### src/rtl/pcc_pkg.sv
package pcc_pkg;

  typedef enum logic [2:0] {
    ST_IDLE    = 3'd0,
    ST_MEM_RD  = 3'd1,
    ST_MEM_WR  = 3'd2,
    ST_HOLD_RD = 3'd3,
    ST_HOLD_WR = 3'd4
  } pcc_state_e;

  localparam int unsigned CTRL_W = 5;

endpackage

### src/rtl/pcc_rst_sync.sv
module pcc_rst_sync (
  input  logic clk,
  input  logic rst_n,
  output logic rst_n_sync
);

  logic stage_q;
  logic out_q;

  always_ff @(posedge clk or negedge rst_n) begin
    if (!rst_n) begin
      stage_q <= 1'b0;
      out_q   <= 1'b0;
    end else begin
      stage_q <= 1'b1;
      out_q   <= stage_q;
    end
  end

  assign rst_n_sync = out_q;

endmodule

### src/rtl/pcc_sync.sv
module pcc_sync #(
  parameter int unsigned WIDTH = 5,
  parameter logic [WIDTH-1:0] RST_VAL = '1
) (
  input  logic             clk,
  input  logic             rst_n,
  input  logic [WIDTH-1:0] d,
  output logic [WIDTH-1:0] q
);

  logic [WIDTH-1:0] meta_q;
  logic [WIDTH-1:0] safe_q;

  always_ff @(posedge clk or negedge rst_n) begin
    if (!rst_n) begin
      meta_q <= RST_VAL;
      safe_q <= RST_VAL;
    end else begin
      meta_q <= d;
      safe_q <= meta_q;
    end
  end

  assign q = safe_q;

endmodule

### src/rtl/pcc_attr_file.sv
module pcc_attr_file #(
  parameter int unsigned NREGS = 16,
  parameter int unsigned REG_W = 8,
  localparam int unsigned IDX_W = $clog2(NREGS)
) (
  input  logic             clk,
  input  logic             rst_n,
  input  logic             wr_en,
  input  logic [IDX_W-1:0] idx,
  input  logic [REG_W-1:0] wr_val,
  output logic [REG_W-1:0] rd_val
);

  logic [REG_W-1:0] bank_q [NREGS];

  for (genvar g = 0; g < NREGS; g++) begin : g_reg
    logic hit;
    assign hit = wr_en && (idx == IDX_W'(g));

    always_ff @(posedge clk or negedge rst_n) begin
      if (!rst_n) begin
        bank_q[g] <= '0;
      end else if (hit) begin
        bank_q[g] <= wr_val;
      end
    end
  end

  assign rd_val = bank_q[idx];

endmodule

### src/rtl/pcc_fsm.sv
module pcc_fsm
  import pcc_pkg::*;
#(
  parameter int unsigned ADDR_W = 16,
  parameter int unsigned DATA_W = 16,
  parameter int unsigned ATTR_W = 8,
  parameter int unsigned ATTR_AW = 4
) (
  input  logic               clk,
  input  logic               rst_n,
  input  logic [1:0]         ce_n_s,
  input  logic               common_s,
  input  logic               oe_n_s,
  input  logic               we_n_s,
  input  logic [ADDR_W-1:0]  host_addr,
  input  logic [DATA_W-1:0]  host_wr_data,
  input  logic               mem_ack,
  input  logic [DATA_W-1:0]  mem_rdata,
  input  logic [ATTR_W-1:0]  attr_rd_val,
  output logic               attr_wr_en,
  output logic [ATTR_AW-1:0] attr_idx,
  output logic [ATTR_W-1:0]  attr_wr_val,
  output logic               mem_req,
  output logic               mem_wr,
  output logic [ADDR_W-1:0]  mem_addr,
  output logic [DATA_W-1:0]  mem_wdata,
  output logic               host_rd_oe,
  output logic [DATA_W-1:0]  host_rd_data
);

  localparam int unsigned PAD_W = DATA_W - ATTR_W;

  pcc_state_e       state_q, state_d;
  logic [ADDR_W-1:0] addr_q;
  logic [DATA_W-1:0] wdata_q;
  logic [DATA_W-1:0] rd_q, rd_d;
  logic              req_ld, rd_ld, rd_from_mem;
  logic              card_on, rd_strobe, wr_strobe, released;

  assign card_on   = (ce_n_s != 2'b11);
  assign rd_strobe = card_on && !oe_n_s;
  assign wr_strobe = card_on && !we_n_s;
  assign released  = oe_n_s && we_n_s;

  // next-state and load enables
  always_comb begin
    state_d     = state_q;
    req_ld      = 1'b0;
    rd_ld       = 1'b0;
    rd_from_mem = 1'b0;
    attr_wr_en  = 1'b0;
    unique case (state_q)
      ST_IDLE: begin
        if (rd_strobe) begin
          if (common_s) begin
            state_d = ST_MEM_RD;
            req_ld  = 1'b1;
          end else begin
            state_d = ST_HOLD_RD;
            rd_ld   = 1'b1;
          end
        end else if (wr_strobe) begin
          if (common_s) begin
            state_d = ST_MEM_WR;
            req_ld  = 1'b1;
          end else begin
            state_d    = ST_HOLD_WR;
            attr_wr_en = 1'b1;
          end
        end
      end
      ST_MEM_RD: begin
        if (mem_ack) begin
          state_d     = ST_HOLD_RD;
          rd_ld       = 1'b1;
          rd_from_mem = 1'b1;
        end
      end
      ST_MEM_WR: begin
        if (mem_ack) state_d = ST_HOLD_WR;
      end
      ST_HOLD_RD, ST_HOLD_WR: begin
        if (released) state_d = ST_IDLE;
      end
      default: state_d = ST_IDLE;
    endcase
  end

  assign rd_d = rd_from_mem ? mem_rdata : {{PAD_W{1'b0}}, attr_rd_val};

  always_ff @(posedge clk or negedge rst_n) begin
    if (!rst_n) state_q <= ST_IDLE;
    else        state_q <= state_d;
  end

  always_ff @(posedge clk or negedge rst_n) begin
    if (!rst_n) begin
      addr_q  <= '0;
      wdata_q <= '0;
    end else if (req_ld) begin
      addr_q  <= host_addr;
      wdata_q <= host_wr_data;
    end
  end

  always_ff @(posedge clk or negedge rst_n) begin
    if (!rst_n)     rd_q <= '0;
    else if (rd_ld) rd_q <= rd_d;
  end

  assign attr_idx     = host_addr[ATTR_AW-1:0];
  assign attr_wr_val  = host_wr_data[ATTR_W-1:0];
  assign mem_req      = (state_q == ST_MEM_RD) || (state_q == ST_MEM_WR);
  assign mem_wr       = (state_q == ST_MEM_WR);
  assign mem_addr     = addr_q;
  assign mem_wdata    = wdata_q;
  assign host_rd_oe   = (state_q == ST_HOLD_RD) && rd_strobe;
  assign host_rd_data = rd_q;

endmodule

### src/rtl/pcc_target.sv
module pcc_target
  import pcc_pkg::*;
#(
  parameter int unsigned ADDR_W = 16,
  parameter int unsigned DATA_W = 16,
  parameter int unsigned ATTR_REGS = 16,
  parameter int unsigned ATTR_W = 8
) (
  input  logic              clk,
  input  logic              rst_n,
  input  logic [1:0]        host_ce_n,
  input  logic              host_reg_n,
  input  logic              host_oe_n,
  input  logic              host_we_n,
  input  logic [ADDR_W-1:0] host_addr,
  input  logic [DATA_W-1:0] host_wr_data,
  output logic [DATA_W-1:0] host_rd_data,
  output logic              host_rd_oe,
  output logic              mem_req,
  output logic              mem_wr,
  output logic [ADDR_W-1:0] mem_addr,
  output logic [DATA_W-1:0] mem_wdata,
  input  logic [DATA_W-1:0] mem_rdata,
  input  logic              mem_ack
);

  localparam int unsigned ATTR_AW = $clog2(ATTR_REGS);

  logic              rst_n_i;
  logic [CTRL_W-1:0] ctrl_pins, ctrl_s;
  logic              attr_wr_en;
  logic [ATTR_AW-1:0] attr_idx;
  logic [ATTR_W-1:0]  attr_wr_val, attr_rd_val;

  pcc_rst_sync u_rst (
    .clk        (clk),
    .rst_n      (rst_n),
    .rst_n_sync (rst_n_i)
  );

  assign ctrl_pins = {host_ce_n, host_reg_n, host_oe_n, host_we_n};

  pcc_sync #(.WIDTH(CTRL_W), .RST_VAL({CTRL_W{1'b1}})) u_sync (
    .clk   (clk),
    .rst_n (rst_n_i),
    .d     (ctrl_pins),
    .q     (ctrl_s)
  );

  pcc_attr_file #(.NREGS(ATTR_REGS), .REG_W(ATTR_W)) u_attr (
    .clk    (clk),
    .rst_n  (rst_n_i),
    .wr_en  (attr_wr_en),
    .idx    (attr_idx),
    .wr_val (attr_wr_val),
    .rd_val (attr_rd_val)
  );

  pcc_fsm #(
    .ADDR_W (ADDR_W),
    .DATA_W (DATA_W),
    .ATTR_W (ATTR_W),
    .ATTR_AW(ATTR_AW)
  ) u_fsm (
    .clk          (clk),
    .rst_n        (rst_n_i),
    .ce_n_s       (ctrl_s[4:3]),
    .common_s     (ctrl_s[2]),
    .oe_n_s       (ctrl_s[1]),
    .we_n_s       (ctrl_s[0]),
    .host_addr    (host_addr),
    .host_wr_data (host_wr_data),
    .mem_ack      (mem_ack),
    .mem_rdata    (mem_rdata),
    .attr_rd_val  (attr_rd_val),
    .attr_wr_en   (attr_wr_en),
    .attr_idx     (attr_idx),
    .attr_wr_val  (attr_wr_val),
    .mem_req      (mem_req),
    .mem_wr       (mem_wr),
    .mem_addr     (mem_addr),
    .mem_wdata    (mem_wdata),
    .host_rd_oe   (host_rd_oe),
    .host_rd_data (host_rd_data)
  );

endmodule

### config.mk
export PLATFORM = sky130hd
export DESIGN_NAME = pcc_target
export DESIGN_NICKNAME = d
export VERILOG_FILES = /design/src/rtl/pcc_pkg.sv /design/src/rtl/pcc_rst_sync.sv /design/src/rtl/pcc_sync.sv /design/src/rtl/pcc_attr_file.sv /design/src/rtl/pcc_fsm.sv /design/src/rtl/pcc_target.sv
export SDC_FILE = /design/constraint.sdc
export NUM_CORES = 1
export LEC_CHECK = 0
export BUFFER_PORTS_ARGS = -buffer_cell sky130_fd_sc_hd__clkbuf_2
export CORE_MARGIN = 1.5
export CORE_UTILIZATION = 60
export CTS_BUF_LIST = sky130_fd_sc_hd__clkbuf_8
export DETAILED_ROUTE_END_ITERATION = 7
export PLACE_DENSITY = 0.78
export SLEW_MARGIN = 20
export SYNTH_ARGS = -nofsm -noshare
export SYNTH_HDL_FRONTEND = slang
export SYNTH_SLANG_ARGS = --single-unit
### constraint.sdc
create_clock -name clk -period 9.5 [get_ports clk]
set_clock_uncertainty 0.2 [all_clocks]
set_input_delay 0.475 -clock clk [delete_from_list [all_inputs] [get_ports clk]]
set_output_delay 0.475 -clock clk [all_outputs]
set_load 0.005 [all_outputs]
# Word-level counts from Yosys, hierarchy flattened
# Index checks and enable logic that the tools add are counted.
# Widths: inputs -> output; s select.
[op_classes] magnitude_cmp=1 n_eq_ne=24 n_mux=24 bitwise=1 reduce_logical=27
[op_table] operator="$bmux 8 s4" n=1
[op_table] operator="$eq 4x4->1 const B" n=8
[op_table] operator="$logic_and 1x1->1" n=20
[op_table] operator="$mux 3" n=6
[op_table] operator="$eq 4x3->1 const B" n=4
[op_table] operator="$mux 16" n=1
[op_table] operator="$mux 8" n=2
[op_table] operator="$pmux 3 s4" n=1
[op_table] operator="$mux 1" n=11
[op_table] operator="$eq 4x2->1 const B" n=2
[op_table] operator="$eq 3x2->1 const B" n=2
[op_table] operator="$ge 5x5->1 const B" n=1
[op_table] operator="$not 4->5" n=1
[op_table] operator="$eq 4x1->1 const B" n=1
[op_table] operator="$logic_not 4->1" n=1
[op_table] operator="$ne 2x1->1 const B" n=2
[op_table] operator="$ne 2x2->1 const B" n=2
[op_table] operator="$reduce_and 4->1" n=1
[op_table] operator="$eq 3x1->1 const B" n=1
[op_table] operator="$eq 3x3->1 const B" n=1
[op_table] operator="$logic_not 3->1" n=1
[op_table] operator="$ne 3x1->1 const B" n=1
[op_table] operator="$logic_not 1->1" n=2
[op_table] operator="$mux 2" n=1
[op_table] operator="3 further kinds" n=3
[totals] register_bits=191 inputBits=56 output_inout_bits=51 elab_cells=101

# Logic depth before layout (Yosys ltp)
# Gate-level depths: netlist of run 1.
[logic_depth] depth_word=6 ltp_mapped=7 mapped_depth_nobuf=6

# Modules after synthesis
# A second synthesis of run 1 with hierarchy kept.
[hier_totals] hier_cells=540 area_unflattened_um2=8597.0
[by_module_without_submodules] module="pcc_attr_file" instances=1 cells_each=365 area_each_um2=5860.6 seq_area_each_um2=3203.1
[by_module_without_submodules] module="pcc_fsm" instances=1 cells_each=162 area_each_um2=2419.8 seq_area_each_um2=1276.2
[by_module_without_submodules] module="pcc_sync" instances=1 cells_each=10 area_each_um2=262.8 seq_area_each_um2=262.8
[by_module_without_submodules] module="pcc_rst_sync" instances=1 cells_each=3 area_each_um2=53.8 seq_area_each_um2=50.0

# Least setup slack after synthesis of run 1
# OpenSTA, ideal clock, no wires.
[synth_timing] kind="register to register" startpoint="register u_fsm.state_q[2]" endpoint="register u_attr.bank_q[112] in the netlist's numbering" setup_time_ns=0.125 arrival_time_ns=1.952 t_required_ns=9.175 setup_slack_ns=7.222 stages_incl_launch_ff=7 path_buffers=2 period_less_slack_ns=2.278 cell_sequence="dfrtp_1 -> buf_6 -> nor4_4 -> nand4b_4 -> or4_1 -> buf_6 -> mux2_4"
[synth_between] elab_chain_cells=3
[synth_lines] element="from (decl)" line_no="pcc_fsm.sv:33" rtl="pcc_state_e state_q, state_d;"
[synth_lines] element="from (signal assigned)" line_no="pcc_fsm.sv:93" rtl="else state_q <= state_d;"
[synth_lines] element="$logic_not 3->1" line_no="pcc_fsm.sv:52" rtl="unique case (state_q)"
[synth_lines] element="$mux 1" line_no="pcc_fsm.sv:52"
[synth_lines] element="$logic_and 1x1->1" line_no="pcc_attr_file.sv:18" rtl="assign hit = wr_en && (idx == IDX_W'(g));"
[synth_lines] element="to (signal, indexed assignment)" line_no="pcc_attr_file.sv:24" rtl="bank_q[g] <= wr_val;"
[synth_lines] element="to (decl)" line_no="pcc_attr_file.sv:14" rtl="logic [REG_W-1:0] bank_q [NREGS];"
# Every way passes these cells.
# A chain may end at the register's enable or synchronous reset.

# Worst setup path after layout of run 1
[layout_timing] startpoint="register u_fsm.state_q[1]" endpoint="register u_attr.bank_q[117] in the netlist's numbering"
# The elaborated chain is that of the path after synthesis.

==> results by group, run 1 <==
Route
  – Initial detailed-routing violation count: 298
  – Antenna Violating Nets Remaining: 0
  – 1st-pass router iterations: 5
  – Wire per inst: 21.0 um
  – DRT Wirelength: 18100 um
  – Vias: 5274
  – DRC Markers: 0
  – Vias per cell: 6.10

Setup path
  – Crit-path cells: nor4_4 > nand4b_4 > or4_1 > mux2_4
  – Reg-to-reg startpoint: u_fsm.state_q[1]
  – Depth of the worst register-to-register path: 4
  – Setup CP Type: register to register
  – Setup crit end kind: register
  – Crit path DAT: 3.30 ns
  – Worst-path cell with the longest stage delay: or4_1
  – CP required: 9.65 ns
  – Worst-path fanout max: 16
  – R2r endpoint: u_attr.bank_q[117]
  – Max incr delay on CP: 0.92 ns
  – R2R setup slack: 6.35 ns
  – Startpoint types: register

Pwr
  – P_leak: 0.00478 uW
  – Pwr/cell area: 224 nW/um2
  – Tot Pwr: 2180 uW
  – Maximum vdd ir drop: 0.154 mV

Global route
  – GRT Total Usage: 26.0%
  – Largest net degree at the start of global routing: 86
  – Initial antenna violation count: 0
  – First-pass GRT wire length: 29000 um
  – Vias in the first global route: 5453
  – Gr ovfl total: 0

Die
  – Rows: 43
  – Total Die Area: 15000 um2
  – Core area: 13900 um2
  – Die X: 123 um
  – Die Y: 123 um
  – I/O pin count: 107
  – Starting density of the core: 61.5%

Synth
  – Post-synth EDFFs: 0
  – Post-synth top cells: 181 x dfrtp_1, 151 x mux2_2, 36 x mux2i_1
  – Yosys top cell by area: dfrtp_1
  – Async set or reset register ratio after synthesis: 100%
  – Synthesized area: 8570 um2
  – Syn Area/Cell: 14.9 um2
  – Distinct cells, synth: 47
  – Post-synthesis instance total: 575
  – Post-Syn Nets: 632
  – Warnings from Yosys: 0
  – Post-synth top area share: 52.9%
  – Most frequent cell after synthesis: dfrtp_1
  – Register bit total from synthesis: 191
  – Sequential area share after synthesis: 55.9%
  – Synth top area cells: dfrtp_1 53%, mux2_2 20%, mux2i_1 4.2%
  – Main flop type after synthesis: dfrtp_1

Timing
  – Fmax: 0.318 GHz
  – Period utilization: 33.2%
  – Relative slew slack: 26.7%
  – Worst slew pin tran: 1.10 ns
  – Final WS setup: 6.35 ns
  – Total negative slack: 0 ns
  – Max-slew violations: 0
  – Final setup vio count: 0
  – Hold Vio Cnt, Final: 0
  – RSZ-0062 raised after global routing: no
  – Min cycle time layout: 3.15 ns

Min path
  – Worst Hold Depth: 2
  – Hold path endpoint: u_fsm.mem_addr[14]
  – Min-delay src: host_addr[14]
  – Hold Crit Class: input port to register

Place
  – Buffers on Ports: 106
  – Pre-CTS WS: 6.39 ns
  – GP Congestion: 0.782
  – Post-DP HPWL: 12000 um

Clock network
  – CTS tree: built
  – Max clock buf depth: 2
  – CTS Buf Count: 17
  – Skew-Pair Late Insertion Delay: 0.47 ns
  – CTS sink cnt: 191
  – Clock transition at path regs: 0.10 ns
  – # Post-CTS Setup Buffers: 0
  – Clock root buffer master: clkbuf_8
  – H-tree levels: 4

Run status
  – Status: finished, final reports clean

Flow run
  – Max Cap Viol: 0

Finish
  – P&R area growth vs syn: 13.2%
  – FILL cells: 972
  – Post-Route Utilization: 69.6%
  – Antenna fix cells: 0
  – Fin nets: 729
  – Share of cells above drive strength 1: 51.5%
-- how the worst max path moves through the flow --
stage,cells after the start,to,slack [ns],startpoint
floorplan,0,u_attr.bank_q[0],3.60,u_rst.rst_n_sync
global placement,4,u_attr.bank_q[58],6.50,u_fsm.state_q[1]
detailed placement,4,u_attr.bank_q[113],6.39,u_fsm.state_q[1]
CTS,4,u_attr.bank_q[117],6.38,u_fsm.state_q[1]
global route,4,u_attr.bank_q[60],6.24,u_fsm.state_q[0]
finish,4,u_attr.bank_q[117],6.35,u_fsm.state_q[1]
-- registers in the layout, indices dropped and copies added, names as in the netlist --
register and count:
u_attr.bank_q 128, u_fsm.host_rd_data 16, u_fsm.mem_addr 16, u_fsm.mem_wdata 16, u_sync.meta_q 5, u_sync.q 5, u_fsm.state_q 3, u_rst.rst_n_sync 1
u_rst.stage_q 1
-- layout by cell type (no fill, tap or decap), types with 2 or more instances in the layout --
| cell | instances |
|---|---|
| dlygate4sd3_1 | 6 |
| clkinv_2 | 2 |
| mux2i_1 | 36 |
| clkbuf_2 | 106 |
| mux2_2 | 151 |
| or3b_2 | 2 |
| nor3_4 | 9 |
| nor4_1 | 7 |
| inv_4 | 4 |
| or4_1 | 3 |
| clkbuf_8 | 20 |
| nor4_4 | 4 |
| o22ai_1 | 21 |
| a22oi_1 | 4 |
| mux2_4 | 16 |
| inv_1 | 4 |
| nand2b_1 | 5 |
| or3_1 | 2 |
| nand3_1 | 2 |
| a22o_1 | 8 |
| dfstp_2 | 10 |
| nor2_1 | 5 |
| nand2_1 | 15 |
| bufinv_16 | 4 |
| dfrtp_1 | 180 |
| nor2b_1 | 2 |
| buf_4 | 5 |
| and2_1 | 2 |
| a21oi_1 | 15 |
| mux4_2 | 14 |
-- where the power goes --
part	internal (uW)	switching [uW]
clock	306	273
sequential	980	110
combinational	277	231
-- critical path: cells and delay by family, from the launching register on --
kind	cells	cell delay, ns
and+or+nand+nor	3	1.89
DFF	1	0.55
muxes	1	0.39
-- layout make-up --
cell class | instances | area [um2] | share of cell area [%]
sequential | 191 | 4800 | 49.5
multi-input combinational | 342 | 3590 | 37.0
timing repair buffer | 118 | 639 | 6.59
clock buffer | 20 | 275 | 2.84
tap | 180 | 225 | 2.32
clock inverter | 12 | 163 | 1.68
inverter | 2 | 7.51 | 0.0774
-- layer usage --
layer,routed length [um],vias up,GRT usage (%)
met4,237,0,8.43
met1,8000,2764,35.9
met5,0,-,0
li1,-,2307,-
met2,9010,187,41.3
met3,903,16,5.86
-- cells by family after synthesis --
group                      count (synthesis)  synth area share [%]
other                                      1                0.0438
muxes                                    217                  30.5
DFF                                      191                  55.9
buffers and inverters                     42                  2.34
xor gates and xnor gates                   1                 0.102
AOI/OAI and AO/OA                         55                  4.19
adders and majority gates                  1                 0.146
and+or+nand+nor                           67                  6.73
-- metrics by stage --
step / cells / hold WS [ns] / instance area, um2
final: 865 / 0.0320 / 9700
after global routing: 865 / 0.00833 / 9700
after detailed placement: 827 / 0.0646 / 9200
after global placement: 827 / 0.0622 / 9200
after CTS: 865 / 0.00729 / 9690
after floorplan: 575 / -0.0206 / 8570
-- repair_timing --
item,CTS,global route
gates resized for setup,0,0
hold buffers,6,0
endpoints found under the hold margin,7,0
No activity file was read; power rests on OpenSTA's default activity.
==> inputs of run 2 (changes only) <==
==> constraint.sdc (replaced) <==
create_clock -name clk -period 3.1 [get_ports clk]
set_clock_uncertainty 0.2 [all_clocks]
set_input_delay 0.155 -clock clk [delete_from_list [all_inputs] [get_ports clk]]
set_output_delay 0.155 -clock clk [all_outputs]
set_load 0.005 [all_outputs]
==> run 2 against run 1 <==
Effect of this change: utilization increased by 3.0 points; die area unchanged; wire length up 1.5%; count of clock-buffer cells in the layout grew 2; non-clock buffer count increased by 47; combinational power rose to 3.3 times the previous value; register-to-register slack worse by 6.1 ns; worst hold slack got worse by 0.0097 ns; critical endpoint is now u_attr.bank_q[118]; total power grew to 3.0 times the previous value.
==> results by group, run 2 (same netlist as run 1, synthesis figures left out) <==
Die
  – I/O pin count: 107 (unchanged)
  – Core area: 13900 um2 (unchanged)
  – Rows: 43 (unchanged)
  – Die Y: 123 um (unchanged)
  – Die X: 123 um (unchanged)
  – Total Die Area: 15000 um2 (unchanged)
  – Starting density of the core: 61.5% (unchanged)

Finish
  – Antenna fix cells: 0 (unchanged)
  – Number of flip-flops in the largest register: 128 (unchanged)
  – Sequential cell area: 4800 um2 (unchanged)
  – Share of cells above drive strength 1: 49.2% (-2.4 points)
  – P&R area growth vs syn: 18.0%
  – Area of the multi-input gates: 3590 um2 (unchanged)
  – Fin nets: 776 (+6.4%)
  – FILL cells: 927 (-4.6%)
  – Top reg by flops: u_attr.bank_q
  – Most common cell after layout, fill and taps aside: dfrtp_1
  – Commonest non-fill, non-tap cells in the layout: 180 x dfrtp_1, 151 x mux2_2, 106 x clkbuf_2, 44 x dlygate4sd3_1, 36 x mux2i_1
  – Post-Route Utilization: 72.6% (+3.0 points)

Clock network
  – CTS sink cnt: 191 (unchanged)
  – Skew-Pair Late Insertion Delay: 0.45 ns (-0.02 ns)
  – CTS tree: built
  – Cts hold-fix bufs: 44 (+38)
  – Max clock buf depth: 2 (unchanged)
  – CTS resizes: 0 (unchanged)
  – H-tree levels: 4 (unchanged)
  – Clock transition at path regs: 0.09 ns (about the same)
  – # Post-CTS Setup Buffers: 0 (unchanged)
  – Clock root buffer master: clkbuf_8
  – CTS Buf Count: 17 (unchanged)

Timing
  – Total negative slack: 0 ns (unchanged)
  – Fmax: 0.357 GHz (+12%)
  – Hold Vio Cnt, Final: 0 (unchanged)
  – Final setup vio count: 0 (unchanged)
  – Hold Slack: 0.0223 ns (-0.00967 ns)
  – Max-slew violations: 0 (unchanged)
  – Period utilization: 90.3% (+57 points)
  – RSZ-0062 raised after global routing: no
  – Min cycle time layout: 2.80 ns (-0.350 ns)
  – Relative slew slack: 38.7% (+12 points)
  – Worst slew pin tran: 0.920 ns (-0.178 ns)

Place
  – Buffers on Ports: 106 (unchanged)
  – Post-DP HPWL: 12200 um (+2.3%)
  – GP Congestion: 0.816 (+4.4%)

Route
  – Vias: 5388 (+2.2%)
  – Initial detailed-routing violation count: 330 (+11%)
  – Vias per cell: 5.91 (-3.1%)
  – DRT Wirelength: 18400 um (+1.5%)
  – DRC Markers: 0 (unchanged)
  – 1st-pass router iterations: 4 (-1)
  – Antenna Violating Nets Remaining: 0 (unchanged)
  – Wire per inst: 20.2 um (-3.7%)

Flow run
  – Max Cap Viol: 0 (unchanged)

Global route
  – Initial antenna violation count: 0 (unchanged)
  – Vias in the first global route: 5528 (+1.4%)
  – GRT Total Usage: 26.5% (+0.51 points)
  – Gr ovfl total: 0 (unchanged)
  – Largest net degree at the start of global routing: 66 (-23%)
  – First-pass GRT wire length: 29700 um (+2.4%)

Setup path
  – Crit path DAT: 2.94 ns (-0.36 ns)
  – Worst Setup EP: u_attr.bank_q[118]
  – Max incr delay on CP: 0.87 ns (-0.05 ns)
  – Setup crit end kind: register
  – Crit path depth: 4 (unchanged)
  – CP bufs+invs: 0 (unchanged)
  – CP required: 3.24 ns (-6.41 ns)
  – Crit path from: u_fsm.state_q[2]
  – Worst-path fanout max: 10 (-6)
  – R2R setup slack: 0.30 ns (-6.05 ns)
  – Startpoint types: register
  – Setup CP Type: register to register
  – Delay-heaviest family, CP: simple AND/OR/NAND/NOR gates
  – Depth of the worst register-to-register path: 4 (unchanged)
  – R2r endpoint: u_attr.bank_q[118]
  – Crit-path cells: nor4_4 > nand4b_4 > or4_1 > mux2_4
  – Worst-path cell with the longest stage delay: or4_1
  – Reg-to-reg startpoint: u_fsm.state_q[2]

Pwr
  – Maximum vdd ir drop: 0.321 mV (+110%)
  – Pwr/cell area: 645 nW/um2 (+190%)
  – Tot Pwr: 6520 uW (+200%)
  – P_leak: 0.00497 uW (+4.0%)

Run status
  – Status: finished, final reports clean

Min path
  – Hold Crit Class: input port to register
## run 2: cell count changes in the layout (fill, tap and decap cells not counted), sizes merged
cell	previous run	this run
buf	6	15
bufinv	4	1
clkbuf	126	128
clkinv	2	5
dlygate4sd3	6	44
inv	8	6
## run 2: cell type report
cell class	count	area share (%)
Timing Repair Buffer	165	11.1
Clock inverter	10	0.693
Clock buffer	22	2.99
Sequential cell	191	47.4
Multi-Input combinational cell	342	35.5
Tap cell	180	2.23
Inverter	2	0.0742
## run 2: report_power, final
| group | switching (uW) | total [uW] | internal, uW | leakage (uW) |
|---|---|---|---|---|
| combinational | 769 | 1680 | 910 | 0.00226 |
| clock | 810 | 1540 | 726 | 0.000213 |
| sequential | 305 | 3310 | 3000 | 0.00249 |
## run 2: worst register-to-register path, stage by stage (launching register included)
cell,delay [ns]
dfrtp_1,0.51
nor4_4,0.37
nand4b_4,0.33
or4_1,0.87
mux2_4,0.41
## run 2: worst min-delay path by stage
| stage | start | endpoint | slack, ns | cells after the start |
|---|---|---|---|---|
| floorplan | rst_n | u_rst.stage_q | -0.34 | 0 |
| global placement | rst_n | u_rst.stage_q | -0.26 | 1 |
| detailed placement | rst_n | u_rst.stage_q | -0.26 | 1 |
| CTS | host_wr_data[5] | u_attr.bank_q[117] | 0.004 | 2 |
| global route | host_wr_data[5] | u_attr.bank_q[117] | 0.02 | 2 |
| finish | host_wr_data[5] | u_attr.bank_q[45] | 0.02 | 2 |
## run 2: stage by stage
step	std cells	instance area, um2	worst slack (ns)
floorplan	575	8570	0.822
global placement	836	9300	0.382
detailed placement	836	9300	0.326
CTS	912	10100	0.307
global route	912	10100	0.166
finish	912	10100	0.301
## run 2: per-layer routing
| layer | vias up | global-route usage [%] | part of all wire [%] |
|---|---|---|---|
| met5 | - | 0 | 0 |
| met3 | 32 | 4.32 | 4.8 |
| met4 | 0 | 9.96 | 2.2 |
| li1 | 2412 | - | - |
| met1 | 2772 | 37.0 | 45 |
| met2 | 172 | 42.2 | 48 |
==> inputs of run 3 (changes only) <==
--- a/config.mk
+++ b/config.mk
@@ -6,11 +6,14 @@
 export NUM_CORES = 1
 export LEC_CHECK = 0
 export BUFFER_PORTS_ARGS = -buffer_cell sky130_fd_sc_hd__clkbuf_2
+export CORE_ASPECT_RATIO = 1.25
 export CORE_MARGIN = 1.5
 export CORE_UTILIZATION = 60
 export CTS_BUF_LIST = sky130_fd_sc_hd__clkbuf_8
+export CTS_CLUSTER_SIZE = 14
 export DETAILED_ROUTE_END_ITERATION = 7
 export PLACE_DENSITY = 0.78
+export RECOVER_POWER = 100
 export SLEW_MARGIN = 20
 export SYNTH_ARGS = -nofsm -noshare
 export SYNTH_HDL_FRONTEND = slang
==> run 3 against run 2 <==
Effect of this change: critical path depth rose by 1; sequential cell count unchanged; total power increased by 4.1%; first-iteration DRC count is 15% lower; maximum frequency is 3.1% lower; die area is essentially flat; count of clock-buffer cells in the layout decreased by 3; via count up 2.1%; critical endpoint is now u_attr.bank_q[51]; highest routed layer unchanged.
==> results by group, run 3 (same netlist as run 1, synthesis figures left out) <==
Run status
  – Status: finished, final reports clean

Global route
  – Vias in the first global route: 5968 (+8.0%)
  – Largest net degree at the start of global routing: 68 (+3.0%)
  – Initial antenna violation count: 0 (unchanged)
  – GRT Total Usage: 28.6% (+2.1 points)
  – Gr ovfl total: 0 (unchanged)
  – First-pass GRT wire length: 31300 um (+5.3%)

Die
  – Core area: 13900 um2 (-0.44%)
  – Die Y: 137 um (+12%)
  – Starting density of the core: 61.8% (+0.27 points)
  – Total Die Area: 15000 um2 (about the same)
  – I/O pin count: 107 (unchanged)
  – Die X: 110 um (-10%)
  – Rows: 48 (+12%)

Place
  – Post-DP HPWL: 13200 um (+7.4%)
  – GP Congestion: 0.826 (+1.3%)
  – Buffers on Ports: 106 (unchanged)

Setup path
  – Delay-heaviest family, CP: simple AND/OR/NAND/NOR gates
  – CP required: 3.26 ns (+0.02 ns)
  – Setup crit end kind: register
  – Worst-path cell with the longest stage delay: or4_1
  – Crit-path cells: nor4_4 > nand4b_4 > clkbuf_2 > or4_1 > mux2_2
  – CP bufs+invs: 1 (+1)
  – Max incr delay on CP: 0.67 ns (-0.20 ns)
  – Crit path DAT: 3.05 ns (+0.11 ns)
  – Setup CP Type: register to register
  – Startpoint types: register
  – Worst-path fanout max: 12 (+2)

Finish
  – Most common cell after layout, fill and taps aside: dfrtp_1
  – Top reg by flops: u_attr.bank_q
  – Number of flip-flops in the largest register: 128 (unchanged)
  – FILL cells: 957 (+3.2%)
  – Share of cells above drive strength 1: 40.8% (-8.4 points)
  – P&R area growth vs syn: 17.2%
  – Fin nets: 779 (+0.39%)
  – Commonest non-fill, non-tap cells in the layout: 181 x dfrtp_1, 150 x mux2_2, 72 x clkbuf_2, 47 x dlygate4sd3_1, 38 x clkbuf_1
  – Antenna fix cells: 0 (unchanged)

Timing
  – Relative slew slack: 14.5% (-24 points)
  – Worst slew pin tran: 1.28 ns (+0.363 ns)
  – Hold Slack: 0.0176 ns (-0.00472 ns)
  – Hold Vio Cnt, Final: 0 (unchanged)
  – Total negative slack: 0 ns (unchanged)
  – Max-slew violations: 0 (unchanged)
  – Fmax: 0.346 GHz (-3.1%)
  – RSZ-0062 raised after global routing: no
  – Final setup vio count: 0 (unchanged)
  – Period utilization: 93.2% (+2.9 points)
  – Min cycle time layout: 2.89 ns (+0.0904 ns)

Route
  – Wire per inst: 22.0 um (+9.0%)
  – Initial detailed-routing violation count: 282 (-15%)
  – DRT Wirelength: 20000 um (+8.8%)
  – 1st-pass router iterations: 8 (+4)
  – Antenna Violating Nets Remaining: 0 (unchanged)
  – DRC Markers: 0 (unchanged)
  – Vias: 5499 (+2.1%)
  – Vias per cell: 6.04 (+2.3%)

Pwr
  – Maximum vdd ir drop: 0.527 mV (+64%)
  – Pwr/cell area: 676 nW/um2 (+4.9%)
  – Tot Pwr: 6790 uW (+4.1%)
  – P_leak: 0.00481 uW (-3.3%)

Clock network
  – Cts hold-fix bufs: 47 (+6.8%)
  – Max clock buf depth: 2 (unchanged)
  – Clock transition at path regs: 0.09 ns (about the same)
  – CTS tree: built
  – # Post-CTS Setup Buffers: 0 (unchanged)
  – H-tree levels: 4 (unchanged)
  – CTS sink cnt: 191 (unchanged)
  – CTS resizes: 0 (unchanged)
  – Clock root buffer master: clkbuf_8
  – Skew-Pair Late Insertion Delay: 0.47 ns (+0.02 ns)
  – CTS Buf Count: 17 (unchanged)

Min path
  – Hold Crit Class: input port to register

Flow run
  – Max Cap Viol: 0 (unchanged)
==> run 3: cell count changes in the layout (fill, tap and decap cells not counted), sizes merged <==
cell,previous run,this run
bufinv,1,5
inv,6,7
clkinv,5,2
clkbuf,128,130
buf,15,10
clkinvlp,0,1
dlygate4sd3,44,47
==> run 3: power breakdown <==
part | internal, uW | switching [uW] | leakage [uW]
Clock | 993 | 833 | 0.000241
Sequential | 3000 | 330 | 0.00249
Combinational | 849 | 786 | 0.00207
==> run 3: routing by layer <==
metal | up-vias | routed length, um | track usage, %
li1 | 2422 | - | -
met1 | 2850 | 7790 | 32.7
met2 | 184 | 10700 | 50.9
met3 | 43 | 1040 | 6.81
met4 | 0 | 486 | 11.2
met5 | - | 0 | 0
==> run 3: path summary, 6_finish.rpt <==
check / start / to / slack, ns / cells after the start
max: u_fsm.state_q[1] / u_attr.bank_q[51] / 0.21 / 5
min: host_wr_data[0] / u_attr.bank_q[56] / 0.02 / 2
max reg2reg: u_fsm.state_q[1] / u_attr.bank_q[51] / 0.21 / 5
min reg2reg: u_rst.stage_q / u_rst.rst_n_sync / 0.16 / 0
max in group asynchronous: u_rst.rst_n_sync / u_fsm.host_rd_data[8] / 0.56 / 1
min in group asynchronous: u_rst.rst_n_sync / u_attr.bank_q[0] / 0.26 / 0
==> run 3: cell type report <==
class,instances,area [um2],share of cell area (%)
Multi-Input combinational cell,342,3500,34.8
Clock inverter,13,195,1.94
Tap cell,175,219,2.18
Inverter,2,7.51,0.0747
Clock buffer,19,262,2.60
Sequential cell,191,4790,47.7
Timing Repair Buffer,168,1070,10.7
==> run 3: through the flow <==
stage | worst slack (ns) | std cells | utilization (%) | cell area [um2]
after floorplan | 0.822 | 575 | - | 8570
after global placement | 0.396 | 831 | 67.1 | 9310
after detailed placement | 0.312 | 831 | 67.1 | 9310
after CTS | 0.303 | 910 | 73.8 | 10200
after global routing | 0.0816 | 910 | 72.4 | 10000
final | 0.210 | 910 | 72.4 | 10000
